$ cat config.mk
export PLATFORM = sky130hd
export DESIGN_NAME = gpio_edge_port
export DESIGN_NICKNAME = d
export VERILOG_FILES = /design/src/rtl/gpio_edge_pkg.sv /design/src/rtl/gpio_sync.sv /design/src/rtl/gpio_edge_detect.sv /design/src/rtl/gpio_regfile.sv /design/src/rtl/gpio_edge_port.sv
export SDC_FILE = /design/constraint.sdc
export NUM_CORES = 1
export LEC_CHECK = 0
export BUFFER_PORTS_ARGS = -buffer_cell sky130_fd_sc_hd__buf_2
export CORE_MARGIN = 10
export CORE_UTILIZATION = 30
export DETAILED_ROUTE_END_ITERATION = 6
export HOLD_SLACK_MARGIN = 0.06
export PLACE_DENSITY = 0.58
export REMOVE_ABC_BUFFERS = 1
export SYNTH_ARGS = -nofsm -noshare
export SYNTH_HDL_FRONTEND = slang
export SYNTH_SLANG_ARGS = --single-unit
$ cat constraint.sdc
create_clock -name clk -period 6.1 [get_ports clk]
set_input_delay 1.22 -clock clk [delete_from_list [all_inputs] [get_ports clk]]
set_output_delay 1.22 -clock clk [all_outputs]
set_load 0.1 [all_outputs]
$ cat src/rtl/gpio_edge_pkg.sv
package gpio_edge_pkg;
  timeunit 1ns;
  timeprecision 1ps;

  // access width codes on bus_size
  typedef enum logic [1:0] {
    SZ_BYTE = 2'd0,
    SZ_HALF = 2'd1,
    SZ_WORD = 2'd2,
    SZ_RSVD = 2'd3
  } bus_size_e;

  // register byte offsets
  localparam logic [7:0] OFS_IN   = 8'h00;
  localparam logic [7:0] OFS_OUT  = 8'h04;
  localparam logic [7:0] OFS_DIR  = 8'h08;
  localparam logic [7:0] OFS_POL  = 8'h0C;
  localparam logic [7:0] OFS_MASK = 8'h10;
  localparam logic [7:0] OFS_STAT = 8'h14;
  localparam logic [7:0] OFS_REN  = 8'h18;
endpackage

$ cat src/rtl/gpio_sync.sv
module gpio_sync #(
  parameter int W      = 16,
  parameter int STAGES = 2
) (
  input  logic         clk,
  input  logic         rst_n,
  input  logic [W-1:0] d,
  output logic [W-1:0] q
);
  timeunit 1ns;
  timeprecision 1ps;

  localparam int LAST = STAGES - 1;

  logic [STAGES-1:0][W-1:0] chain;

  always_ff @(posedge clk) begin
    if (!rst_n) begin
      chain <= '0;
    end else begin
      chain[0] <= d;
      for (int i = 1; i < STAGES; i++) chain[i] <= chain[i-1];
    end
  end

  assign q = chain[LAST];
endmodule

$ cat src/rtl/gpio_edge_detect.sv
module gpio_edge_detect #(
  parameter int W = 16
) (
  input  logic         clk,
  input  logic         rst_n,
  input  logic [W-1:0] smp,
  input  logic [W-1:0] pol,
  input  logic [W-1:0] qual,
  output logic [W-1:0] evt
);
  timeunit 1ns;
  timeprecision 1ps;

  logic [W-1:0] prev_q;
  logic [W-1:0] rise;
  logic [W-1:0] fall;

  always_ff @(posedge clk) begin
    if (!rst_n) prev_q <= '0;
    else        prev_q <= smp;
  end

  // each pin looks for one transition, picked by its polarity bit
  genvar g;
  for (g = 0; g < W; g++) begin : g_pin
    assign rise[g] = smp[g] & ~prev_q[g];
    assign fall[g] = ~smp[g] & prev_q[g];
    assign evt[g]  = qual[g] & (pol[g] ? rise[g] : fall[g]);
  end
endmodule

$ cat src/rtl/gpio_regfile.sv
module gpio_regfile
  import gpio_edge_pkg::*;
#(
  parameter int W      = 16,
  parameter int ADDR_W = 8
) (
  input  logic              clk,
  input  logic              rst_n,
  input  logic              bus_en,
  input  logic              bus_we,
  input  logic [1:0]        bus_size,
  input  logic [ADDR_W-1:0] bus_addr,
  input  logic [W-1:0]      bus_wdata,
  output logic [W-1:0]      bus_rdata,
  input  logic [W-1:0]      smp,
  input  logic [W-1:0]      evt,
  output logic [W-1:0]      out_q,
  output logic [W-1:0]      dir_q,
  output logic [W-1:0]      pol_q,
  output logic [W-1:0]      mask_q,
  output logic [W-1:0]      stat_q,
  output logic [W-1:0]      ren_q,
  output logic              irq_q
);
  timeunit 1ns;
  timeprecision 1ps;

  localparam logic [ADDR_W-1:0] A_IN   = ADDR_W'(OFS_IN);
  localparam logic [ADDR_W-1:0] A_OUT  = ADDR_W'(OFS_OUT);
  localparam logic [ADDR_W-1:0] A_DIR  = ADDR_W'(OFS_DIR);
  localparam logic [ADDR_W-1:0] A_POL  = ADDR_W'(OFS_POL);
  localparam logic [ADDR_W-1:0] A_MASK = ADDR_W'(OFS_MASK);
  localparam logic [ADDR_W-1:0] A_STAT = ADDR_W'(OFS_STAT);
  localparam logic [ADDR_W-1:0] A_REN  = ADDR_W'(OFS_REN);

  logic         size_ok;
  logic         wr_ok;
  logic         rd_ok;
  logic [W-1:0] clr_bits;
  logic [W-1:0] stat_nxt;

  assign size_ok = (bus_size == SZ_HALF);
  assign wr_ok   = bus_en & bus_we & size_ok;
  assign rd_ok   = bus_en & ~bus_we & size_ok;

  assign clr_bits = (wr_ok && bus_addr == A_STAT) ? bus_wdata : '0;
  // a new event wins over a clear that lands in the same cycle
  assign stat_nxt = (stat_q & ~clr_bits) | evt;

  always_ff @(posedge clk) begin
    if (!rst_n) begin
      out_q  <= '1;
      dir_q  <= '1;
      pol_q  <= '1;
      mask_q <= '1;
      ren_q  <= '1;
    end else if (wr_ok) begin
      case (bus_addr)
        A_OUT:   out_q  <= bus_wdata;
        A_DIR:   dir_q  <= bus_wdata;
        A_POL:   pol_q  <= bus_wdata;
        A_MASK:  mask_q <= bus_wdata;
        A_REN:   ren_q  <= bus_wdata;
        default: ;
      endcase
    end
  end

  always_ff @(posedge clk) begin
    if (!rst_n) begin
      stat_q <= '0;
      irq_q  <= 1'b0;
    end else begin
      stat_q <= stat_nxt;
      irq_q  <= |stat_nxt;
    end
  end

  always_comb begin
    bus_rdata = '0;
    if (rd_ok) begin
      case (bus_addr)
        A_IN:    bus_rdata = smp & ren_q;
        A_OUT:   bus_rdata = out_q;
        A_DIR:   bus_rdata = dir_q;
        A_POL:   bus_rdata = pol_q;
        A_MASK:  bus_rdata = mask_q;
        A_STAT:  bus_rdata = stat_q;
        A_REN:   bus_rdata = ren_q;
        default: bus_rdata = '0;
      endcase
    end
  end
endmodule

$ cat src/rtl/gpio_edge_port.sv
module gpio_edge_port #(
  parameter int WIDTH       = 16,
  parameter int ADDR_W      = 8,
  parameter int SYNC_STAGES = 2
) (
  input  logic              clk,
  input  logic              rst_n,
  input  logic              bus_en,
  input  logic              bus_we,
  input  logic [1:0]        bus_size,
  input  logic [ADDR_W-1:0] bus_addr,
  input  logic [WIDTH-1:0]  bus_wdata,
  output logic [WIDTH-1:0]  bus_rdata,
  input  logic [WIDTH-1:0]  pin_in,
  output logic [WIDTH-1:0]  pin_out,
  output logic [WIDTH-1:0]  pin_oe,
  output logic              irq
);
  timeunit 1ns;
  timeprecision 1ps;

  logic [WIDTH-1:0] smp;
  logic [WIDTH-1:0] evt;
  logic [WIDTH-1:0] out_q, dir_q, pol_q, mask_q, stat_q, ren_q;
  logic [WIDTH-1:0] qual;

  gpio_sync #(.W(WIDTH), .STAGES(SYNC_STAGES)) u_sync (
    .clk(clk), .rst_n(rst_n), .d(pin_in), .q(smp)
  );

  // only unmasked input pins can raise a status bit
  assign qual = dir_q & ~mask_q;

  gpio_edge_detect #(.W(WIDTH)) u_edge (
    .clk(clk), .rst_n(rst_n), .smp(smp), .pol(pol_q), .qual(qual), .evt(evt)
  );

  gpio_regfile #(.W(WIDTH), .ADDR_W(ADDR_W)) u_regs (
    .clk(clk), .rst_n(rst_n),
    .bus_en(bus_en), .bus_we(bus_we), .bus_size(bus_size),
    .bus_addr(bus_addr), .bus_wdata(bus_wdata), .bus_rdata(bus_rdata),
    .smp(smp), .evt(evt),
    .out_q(out_q), .dir_q(dir_q), .pol_q(pol_q), .mask_q(mask_q),
    .stat_q(stat_q), .ren_q(ren_q), .irq_q(irq)
  );

  assign pin_oe  = ~dir_q;
  assign pin_out = out_q & ~dir_q;
endmodule

==> impl_results.md <==
* Gate Count Post-Synth at 733
* Wire per inst at 18.4 um
* Total I/O pin count at 95
* Total wire length at 20100 um
* Post-CTS resize count at 0
* Main area contributors after synthesis: dfxtp_1 (46%), nand2_1 (9.4%), and2_1 (5.2%), o211ai_1 (4.1%), mux2i_1 (3.5%)
* Reg clk slew, reported paths at 0.06 ns
* Asr flop ratio synth at 0%
* Crit end category: output pin
* Number of synthesized register bits at 145
* Synth area leader: dfxtp_1
* Yosys warnings at 0
* Vias in the first global route at 5356
* First-pass GRT wire length at 30800 um
* Die area at roughly 27000 sq um
* Final core occ at a little under two fifths
* Area Growth Syn to Fin at 20.2%
* Cts bufs inserted at 17
* Vias per Instance at ~5.0
* Total GRT Usage at 14.8%
* Critical path class: input port to output pin
* Max VDD drop at 182 uV
* Relative max-transition margin at 30.5%
* Netlist cell types at 39
* IO buf count at 94
* Seq/Total Area, Yosys at 46.2%
* Core area at 20400 sq um
* Final Skew at around 0.0074 ns
* HP Start: u_sync.chain[5]
* Dpl ws at 0.901 ns
* Skew-Pair Late Insertion Delay at 0.43 ns
* CP max stage delay at 0.79 ns
* CP cell instances: buf_2 > or4_1 > nor4_4 > buf_4 > a21o_1 > nand2_1 > a31oi_1 > buf_2
* DRT antenna net count at 0
* Vias post-DR at 5461
* DRC Markers at 0
* Final worst setup slack at 0.899 ns
* Congestion Overflow GR at 0
* Reg-to-reg startpoint: u_regs.pol_q[7]
* CTS root buffer: clkbuf_16
* Largest net degree at the start of global routing at 78
* CP startpoint: bus_addr[5]
* Setup TNS at 0 ns
* Final Hold Fails at 0
* Clk buf depth at 2
* Placed Instances at 1061
* Synth top area share at between 40% and 50%
* Pwr dens at 281 nW/um^2
* CP delay by family, top: simple AND/OR/NAND/NOR gates
* DRT iter0 DRCs at 490
* Worst hold slack at 0.430 ns
* H-tree depth at 4
* TritonCTS clock tree: yes
* CP Launch Type: input port
* CP required at 4.88 ns
* Avg Cell Area, Syn at about 8.6 sq um
* Nets@finish at approximately 860
* Fin crit share at between 80% and 90%
* GP Congestion at 0.814
* Overall power at between 2 and 2.5 mW
* Prevailing post-synth register cell: dfxtp_1
* Worst slew pin tran at 1.04 ns
* Fin area at around 7600 sq um
* Initial antenna violation count at 0
* Status: finished, final reports clean
* Worst path bufs/invs at 3
* Max-cap viol count at 0
* Most common cell on crit path: buf_2
* Arrival time at the worst endpoint at 3.98 ns
* RSZ-0062 raised after global routing: no
* Hold-fix buffers at CTS at 0
* Starting Density at between 30% and 40%
* Layout cells sized above 1 at 17.6%
* Slew Limit Fails at 0
* Non-Filler Instances at 1092
* # diodes at 0
* Worst-path fanout max at 11
* # rows at 52
* Hold crit path type: flip-flop to flip-flop
* Lkg Pwr at approximately 3.4 nW
* Fmax at around 0.19 GHz
* Synthesized area at 6280 sq um
* Chip Height at 165 um
* Clk sinks at 145
* Placed standard-cell area at 6950 sq um
* First-pass iteration count of the detailed router at 7
* Final setup fails at 0
* Post-synth EDFFs at 0
* Detailed Place HPWL at around 13000 um
* Critical path's slowest cell: or4_1
* Die W at 165 um
* Min Tclk post-route at 5.20 ns
* Setup bufs post-CTS at 0
## cell type report
type	instances	area (sq um)
Clock inverter	9	131
Clock buffer	22	474
Multi-Input combinational cell	503	3000
Timing Repair Buffer	109	586
Tap cell	270	338
Inverter	34	128
Sequential cell	145	2900
Fill cell	2121	12900
## state kept, by name, indices dropped and copies added, names as in the netlist
| signal | count |
|---|---|
| u_edge.prev_q | 16 |
| u_regs.dir_q | 16 |
| u_regs.mask_q | 16 |
| u_regs.out_q | 16 |
| u_regs.pol_q | 16 |
| u_regs.ren_q | 16 |
| u_regs.stat_q | 16 |
| u_sync.chain | 16 |
| u_sync.q | 16 |
| u_regs.irq_q | 1 |
## worst paths after layout
path	to	slack [ns]	cells after the start
worst max register to register	u_regs.irq_q	4.42	5
worst max-delay path	bus_rdata[0]	0.90	8
worst min-delay path	u_sync.q[5]	0.43	1
worst min register to register	u_sync.q[5]	0.43	1
## cell usage after synthesis, types with 6 or more instances
cell type and n:
a21o_1 16, a21oi_1 9, a22oi_1 25, a31oi_1 16, a32oi_1 16, and2_1 52
buf_2 16, buf_4 6, clkbuf_1 26, dfxtp_1 145, inv_1 34, mux2i_1 22
nand2_1 157, nand2b_1 18, nand3_1 31, nand4_1 20, nor2_1 13, nor2b_1 32
o211ai_1 34, o21ai_0 6, o22ai_1 17
## placed cells by master, fill, tap and decap left out, drive strengths merged, types with 22 or more instances in the layout
cell and instances:
mux2i 22, nand3 31, buf 109, nor2b 32, clkbuf 22, inv 34
nand2 157, and2 52, o211ai 34, dfxtp 145, a22oi 25
## power by group
part           leakage (nW)  switching [mW]  total, mW  internal, mW
logic                  1.90          0.0562     0.0901        0.0339
registers              1.18         0.00712      0.967         0.960
clock network         0.288           0.397       1.07         0.672
## cell families (layout without fill, tap and decap cells)
group	after synthesis	after routing	share of synthesized area, %
simple gates	339	339	28.0
flops	145	145	46.2
compound gates	141	141	16.0
buf+inv	85	174	6.13
mux	23	23	3.68
## metal layers
metal / vias to the layer above / wire length [um] / track usage (%)
met5: - / 0 / 0
met3: 18 / 1540 / 4.26
met4: 0 / 278 / 5.11
met2: 198 / 9320 / 22.8
met1: 2559 / 8960 / 19.3
li1: 2686 / - / -
No activity file was read; power rests on OpenSTA's default activity.
